--- config.mk ---
export PLATFORM = sky130hd
export DESIGN_NAME = ea_gen
export DESIGN_NICKNAME = d
export VERILOG_FILES = /design/src/rtl/ea_gen_pkg.sv /design/src/rtl/ea_stepper.sv /design/src/rtl/ea_calc.sv /design/src/rtl/ea_seq.sv /design/src/rtl/ea_gen.sv
export SDC_FILE = /design/constraint.sdc
export NUM_CORES = 1
export LEC_CHECK = 0
export BUFFER_PORTS_ARGS = -buffer_cell sky130_fd_sc_hd__buf_4
export CORE_MARGIN = 2
export CORE_UTILIZATION = 45
export DETAILED_ROUTE_END_ITERATION = 8
export GPL_TIMING_DRIVEN = 0
export HOLD_SLACK_MARGIN = 0.08
export PLACE_DENSITY_LB_ADDON = 0.3
export RECOVER_POWER = 100
export SYNTH_ARGS = -nofsm -noshare
export SYNTH_HDL_FRONTEND = slang
export SYNTH_SLANG_ARGS = --single-unit
--- constraint.sdc ---
create_clock -name clk -period 4.89 [get_ports clk]
set_input_delay 0.7335 -clock clk [delete_from_list [all_inputs] [get_ports clk]]
set_output_delay 0.7335 -clock clk [all_outputs]
set_load 0.01 [all_outputs]
--- src/rtl/ea_gen_pkg.sv ---
package ea_gen_pkg;
   localparam int AM_MODE_W = 3;
   localparam int AM_SIZE_W = 2;

   typedef enum logic [AM_MODE_W-1:0] {
      AM_ABS     = 3'd0,
      AM_REG     = 3'd1,
      AM_DISP    = 3'd2,
      AM_IDX     = 3'd3,
      AM_MIND    = 3'd4,
      AM_POSTINC = 3'd5,
      AM_PREDEC  = 3'd6,
      AM_RSVD    = 3'd7
   } am_mode_e;

   typedef enum logic {
      ST_IDLE  = 1'b0,
      ST_FETCH = 1'b1
   } ea_state_e;
endpackage

--- src/rtl/ea_stepper.sv ---
module ea_stepper #(
   parameter int ADDR_W = 32,
   parameter int SIZE_W = 2
) (
   input  logic [ADDR_W-1:0] base,
   input  logic [SIZE_W-1:0] size_code,
   output logic              step_ok,
   output logic [ADDR_W-1:0] inc_val,
   output logic [ADDR_W-1:0] dec_val
);
   localparam int           MAX_CODE = 2;
   localparam [ADDR_W-1:0]  ONE      = {{(ADDR_W-1){1'b0}}, 1'b1};

   logic [ADDR_W-1:0] step;

   always_comb begin
      step_ok = (int'(size_code) <= MAX_CODE);
      step    = step_ok ? (ONE << size_code) : '0;
      inc_val = base + step;
      dec_val = base - step;
   end
endmodule

--- src/rtl/ea_calc.sv ---
module ea_calc
   import ea_gen_pkg::*;
#(
   parameter int ADDR_W   = 32,
   parameter bit HAS_MIND = 1'b1
) (
   input  logic [AM_MODE_W-1:0] mode,
   input  logic [AM_SIZE_W-1:0] size_code,
   input  logic [ADDR_W-1:0]    imm,
   input  logic [ADDR_W-1:0]    base,
   input  logic [ADDR_W-1:0]    index,
   output logic [ADDR_W-1:0]    addr,
   output logic                 illegal,
   output logic                 need_read,
   output logic                 wb_en,
   output logic [ADDR_W-1:0]    wb_val
);
   logic              step_ok;
   logic [ADDR_W-1:0] inc_val;
   logic [ADDR_W-1:0] dec_val;
   logic              mind_ok;

   ea_stepper #(.ADDR_W(ADDR_W), .SIZE_W(AM_SIZE_W)) u_step (
      .base     (base),
      .size_code(size_code),
      .step_ok  (step_ok),
      .inc_val  (inc_val),
      .dec_val  (dec_val)
   );

   generate
      if (HAS_MIND) begin : g_mind_on
         assign mind_ok = 1'b1;
      end else begin : g_mind_off
         assign mind_ok = 1'b0;
      end
   endgenerate

   always_comb begin
      addr      = '0;
      illegal   = 1'b0;
      need_read = 1'b0;
      wb_en     = 1'b0;
      wb_val    = '0;
      case (am_mode_e'(mode))
         AM_ABS:  addr = imm;
         AM_REG:  addr = base;
         AM_DISP: addr = base + imm;
         AM_IDX:  addr = base + index;
         AM_MIND: begin
            if (mind_ok) need_read = 1'b1;
            else         illegal   = 1'b1;
         end
         AM_POSTINC: begin
            if (step_ok) begin
               addr   = base;
               wb_en  = 1'b1;
               wb_val = inc_val;
            end else begin
               illegal = 1'b1;
            end
         end
         AM_PREDEC: begin
            if (step_ok) begin
               addr   = dec_val;
               wb_en  = 1'b1;
               wb_val = dec_val;
            end else begin
               illegal = 1'b1;
            end
         end
         default: illegal = 1'b1;
      endcase
   end
endmodule

--- src/rtl/ea_seq.sv ---
module ea_seq
   import ea_gen_pkg::*;
#(
   parameter int ADDR_W = 32
) (
   input  logic              clk,
   input  logic              rst_n,
   input  logic              req_valid,
   output logic              req_ready,
   input  logic [ADDR_W-1:0] calc_addr,
   input  logic              calc_illegal,
   input  logic              calc_need_read,
   input  logic              calc_wb_en,
   input  logic [ADDR_W-1:0] calc_wb_val,
   input  logic [ADDR_W-1:0] base,
   output logic              rsp_valid,
   output logic [ADDR_W-1:0] rsp_addr,
   output logic              rsp_illegal,
   output logic              wb_valid,
   output logic [ADDR_W-1:0] wb_data,
   output logic              mem_rd_en,
   output logic [ADDR_W-1:0] mem_rd_addr,
   input  logic              mem_ack,
   input  logic [ADDR_W-1:0] mem_rd_data
);
   ea_state_e state;
   logic      accept;

   assign req_ready = (state == ST_IDLE);
   assign accept    = req_valid && req_ready;

   always_ff @(posedge clk or negedge rst_n) begin
      if (!rst_n) begin
         state       <= ST_IDLE;
         rsp_valid   <= 1'b0;
         rsp_addr    <= '0;
         rsp_illegal <= 1'b0;
         wb_valid    <= 1'b0;
         wb_data     <= '0;
         mem_rd_en   <= 1'b0;
         mem_rd_addr <= '0;
      end else begin
         rsp_valid <= 1'b0;
         wb_valid  <= 1'b0;
         case (state)
            ST_IDLE: begin
               if (accept) begin
                  if (calc_need_read) begin
                     state       <= ST_FETCH;
                     mem_rd_en   <= 1'b1;
                     mem_rd_addr <= base;
                  end else begin
                     rsp_valid   <= 1'b1;
                     rsp_addr    <= calc_addr;
                     rsp_illegal <= calc_illegal;
                     wb_valid    <= calc_wb_en;
                     wb_data     <= calc_wb_val;
                  end
               end
            end
            ST_FETCH: begin
               if (mem_ack) begin
                  state       <= ST_IDLE;
                  mem_rd_en   <= 1'b0;
                  rsp_valid   <= 1'b1;
                  rsp_addr    <= mem_rd_data;
                  rsp_illegal <= 1'b0;
               end
            end
            default: state <= ST_IDLE;
         endcase
      end
   end
endmodule

--- src/rtl/ea_gen.sv ---
module ea_gen
   import ea_gen_pkg::*;
#(
   parameter int ADDR_W           = 32,
   parameter bit HAS_MEM_INDIRECT = 1'b1
) (
   input  logic              clk,
   input  logic              rst_n,
   input  logic              req_valid,
   output logic              req_ready,
   input  logic [2:0]        req_mode,
   input  logic [1:0]        req_size,
   input  logic [ADDR_W-1:0] req_imm,
   input  logic [ADDR_W-1:0] req_base,
   input  logic [ADDR_W-1:0] req_index,
   output logic              rsp_valid,
   output logic [ADDR_W-1:0] rsp_addr,
   output logic              rsp_illegal,
   output logic              wb_valid,
   output logic [ADDR_W-1:0] wb_data,
   output logic              mem_rd_en,
   output logic [ADDR_W-1:0] mem_rd_addr,
   input  logic              mem_ack,
   input  logic [ADDR_W-1:0] mem_rd_data
);
   generate
      if (ADDR_W < 8) begin : g_bad_width
         $error("ea_gen: ADDR_W must be at least 8");
      end
   endgenerate

   logic [ADDR_W-1:0] c_addr;
   logic              c_illegal;
   logic              c_need_read;
   logic              c_wb_en;
   logic [ADDR_W-1:0] c_wb_val;

   ea_calc #(.ADDR_W(ADDR_W), .HAS_MIND(HAS_MEM_INDIRECT)) u_calc (
      .mode     (req_mode),
      .size_code(req_size),
      .imm      (req_imm),
      .base     (req_base),
      .index    (req_index),
      .addr     (c_addr),
      .illegal  (c_illegal),
      .need_read(c_need_read),
      .wb_en    (c_wb_en),
      .wb_val   (c_wb_val)
   );

   ea_seq #(.ADDR_W(ADDR_W)) u_seq (
      .clk           (clk),
      .rst_n         (rst_n),
      .req_valid     (req_valid),
      .req_ready     (req_ready),
      .calc_addr     (c_addr),
      .calc_illegal  (c_illegal),
      .calc_need_read(c_need_read),
      .calc_wb_en    (c_wb_en),
      .calc_wb_val   (c_wb_val),
      .base          (req_base),
      .rsp_valid     (rsp_valid),
      .rsp_addr      (rsp_addr),
      .rsp_illegal   (rsp_illegal),
      .wb_valid      (wb_valid),
      .wb_data       (wb_data),
      .mem_rd_en     (mem_rd_en),
      .mem_rd_addr   (mem_rd_addr),
      .mem_ack       (mem_ack),
      .mem_rd_data   (mem_rd_data)
   );
endmodule

==> summary.md <==
| Metric | Value |
|---|---|
| Status | `finished with violations` |
| Failing checks | `capacitance limit, slew limit` |
| Clock Latency Late Sink | `0.38 ns` |
| Postcts setup bufs | `0` |
| Largest net degree at the start of global routing | `102` |
| Dpl cell area | `10500 um^2` |
| DR vias | `9373` |
| CP Capture Type | `flop` |
| Placed Cells | `1495` |
| CTS Sinks | `101` |
| Startpoint types | `primary input` |
| Synth Cell Area | `8470 um^2` |
| DRC viols | `0` |
| Syn-to-layout area delta | `23.5%` |
| Final WL | `~34000 um` |
| CTS Hold Bufs | `0` |
| Antenna violations before repair | `1` |
| Slowest cell delay on critical path | `0.46 ns` |
| Worst-Margin Slew | `~2.6 ns` |
| Cells after synthesis | `1025` |
| Post-synth top cells | `nand2_1, dfrtp_1, nor2_1, a21oi_1, o21ai_0` |
| Die width | `approximately 140 um` |
| Leak Pwr | `0.00445 uW` |
| RD Place Congestion | `0.959` |
| Final Setup Violations | `0` |
| GRT Util Overall | `33.3%` |
| # rows | `50` |
| Die Ht | `141 um` |
| Total Neg Setup Slack | `0 ns` |
| Max Fclk | `between 200 and 250 MHz` |
| Tmin final | `between 4 and 5 ns` |
| Initial core utilization | `45.6%` |
| HP Class | `in2async` |
| Final Hold Fails | `0` |
| Final setup skew | `~0.014 ns` |
| Deepest clock path buffer count | `2` |
| Clock Tree Root | `clkbuf_16` |
| Most frequent cell after synthesis | `nand2_1` |
| RSZ-0062 raised after global routing | `no` |
| Final Cycle Share | `between 90% and 100%` |
| Mean area per synthesized cell | `around 8.3 um^2` |
| Rel. slew slack | `-73.3%` |
| H-Tree Depth | `3` |
| CP max-delay cell | `a211oi_1` |
| Core area | `18600 um^2` |
| YS warnings | `0` |
| Worst endpoint required time | `roughly 5.2 ns` |
| Asr flop ratio synth | `100%` |
| Slew Limit Fails | `100` |
| Sequential area share after synthesis | `29.8%` |
| Vias per cell | `a little over 6` |
| TritonRoute pass-1 iters | `7` |
| Max Cap Viol | `1` |
| Filler Cell Count | `1888` |
| Antenna Cells | `0` |
| First-pass GRT wire length | `50400 um` |
| Crit path cell chain | `buf_4 -> nor2b_1 -> clkbuf_2 -> nand2_1 -> clkbuf_4 -> mux2_2 -> ha_1 -> clkbuf_1 -> nand2_1 -> o21ai_0 -> a211oi_1 -> a21oi_1 -> a311oi_2 -> xnor2_1 -> a221o_1 -> a221oi_1 -> nor2_1` |
| CTS Buf Count | `9` |
| Share of layout cells above drive strength 1 | `18.1%` |
| Worst IR Drop VDD | `~170 uV` |
| Leading area contributor after synthesis | `dfrtp_1` |
| Die ar. | `19900 um^2` |
| Unique masters post-synth | `a little over 70` |
| Mapped Nets | `about 1.2k` |
| Top cell type's share of synthesized area | `29.8%` |
| IO Port Bufs | `236` |
| Pwr Total | `2950 uW` |
| Routed WL per cell | `22.4 um` |
| Vias in the first global route | `around 8.9k` |
| Reg clk slew, reported paths | `roughly 0.080 ns` |
| CP dominant cell by count | `nand2_1` |
| Synth top area cells | `dfrtp_1, mux2_2, ha_1` |
| Top_reg_cell synth | `dfrtp_1` |
| Final instance area | `10500 um^2` |
| Antenna-violating nets left | `0` |
| CTS tree | `done` |
| EDFF count, synth | `0` |
| Register bit total from synthesis | `~100` |
| Nets | `1459` |
| Total gr overflow | `0` |
| Worst hold slack | `0.145 ns` |
| Worst EP arrival | `4.86 ns` |
| Final Non-Filler Cells | `1511` |
| PwrDens | `282 nW/um^2` |
| Ports | `238` |
| CP Max Fanout | `10` |
| Setup Crit Path Kind | `in2reg` |
| Initial DRC Count | `just under 900` |
| Detail Placement HPWL | `26300 um` |
-- report_power, final --
group          internal, uW  switching (uW)  leakage, uW
Sequential              991            91.7      0.00125
Clock                   360             394     0.000146
Combinational           446             667      0.00305
-- worst max-delay path, delay by kind of cell --
family                     cells  cell delay [ns]
xor gates and xnor gates       1             0.11
buffers and inverters          4             0.87
AOI/OAI and AO/OA              6             1.88
muxes                          1             0.36
adders and majority gates      1             0.27
and+or+nand+nor                4             0.61
-- registers in the layout, indices dropped and copies added, names as in the netlist --
name               count
u_seq.mem_rd_addr     32
u_seq.rsp_addr        32
u_seq.wb_data         32
u_seq.mem_rd_en        1
u_seq.rsp_illegal      1
u_seq.rsp_valid        1
u_seq.state            1
u_seq.wb_valid         1
-- final cells by class --
| type | count | area [um^2] | area share, % |
|---|---|---|---|
| Clock buffer | 9 | 225 | 2.15 |
| Sequential cell | 101 | 2530 | 24.2 |
| Inverter | 19 | 71.3 | 0.682 |
| Tap cell | 234 | 293 | 2.80 |
| Timing Repair Buffer | 237 | 1380 | 13.2 |
| Buffer | 80 | 329 | 3.15 |
| Multi-Input combinational cell | 824 | 5570 | 53.2 |
| Clock inverter | 7 | 70.1 | 0.670 |
-- worst paths after layout --
kind	startpoint	to	slack, ns	cells after the start
worst max-delay path	req_mode[1]	u_seq.rsp_addr[18]	0.28	17
worst min-delay path	rst_n	u_seq.mem_rd_addr[25]	0.14	1
worst max register to register	u_seq.state	u_seq.rsp_addr[3]	1.47	7
worst min register to register	u_seq.wb_data[16]	u_seq.wb_data[16]	0.48	2
max in group asynchronous	rst_n	u_seq.rsp_addr[4]	2.02	2
min in group clk	u_seq.wb_data[16]	u_seq.wb_data[16]	0.48	2
-- what timing repair did --
action | in CTS | in global routing
pin swaps | 0 | 0
resized for setup | 10 | 3
endpoints found under the setup margin | 13 | 10
-- logic make-up after synthesis --
| group | after synthesis | synth area share [%] |
|---|---|---|
| other cells | 2 | 0.0887 |
| fa+ha+maj | 50 | 7.65 |
| mux | 62 | 8.20 |
| compound gates | 314 | 24.7 |
| simple gates | 338 | 18.9 |
| xor+xnor | 58 | 6.00 |
| buf+inv | 100 | 4.67 |
| flops | 101 | 29.8 |
-- placed cells by master, fill, tap and decap left out, types with 5 or more instances in the layout --
cell         n
a211oi_1    11
a21o_1      19
a21oi_1     76
a221o_1     11
a221oi_1    19
a222oi_1     7
a22oi_1      5
a31oi_1     19
and2_1       5
and3_1       8
buf_4      131
clkbuf_1   174
clkbuf_16    9
dfrtp_1    101
ha_1        47
inv_1       18
mux2_2      58
nand2_1    112
nand2b_1    12
nand3_1     30
nand4_1      9
nor2_1      95
nor2b_1      5
nor3_1      29
nor4_1       8
o211ai_1     9
o21a_1       8
o21ai_0     70
o221ai_1     5
o22ai_1      6
o31ai_1     10
or3_1        7
xnor2_1     30
xor2_1      28
-- metrics by stage --
| stage | setup WS [ns] | util [%] |
|---|---|---|
| 6_report | 0.285 | 56.3 |
| 5_1_grt | 0.0731 | 56.3 |
| 4_1_cts | 0.0555 | 58.4 |
| 3_5_place_dp | -1.16 | 56.7 |
| 3_3_place_gp | -1.07 | 56.7 |
| 2_1_floorplan | 0.401 | - |
-- layer usage --
layer  global-route usage, %  vias up  wire length [um]
met5                       0        -                 0
met4                    14.9        0              1430
met3                    5.37       93              2900
met2                    54.3      521             15800
met1                    43.5     4490             13800
li1                        -     4269                 -
(Power assumes the default switching activity.)
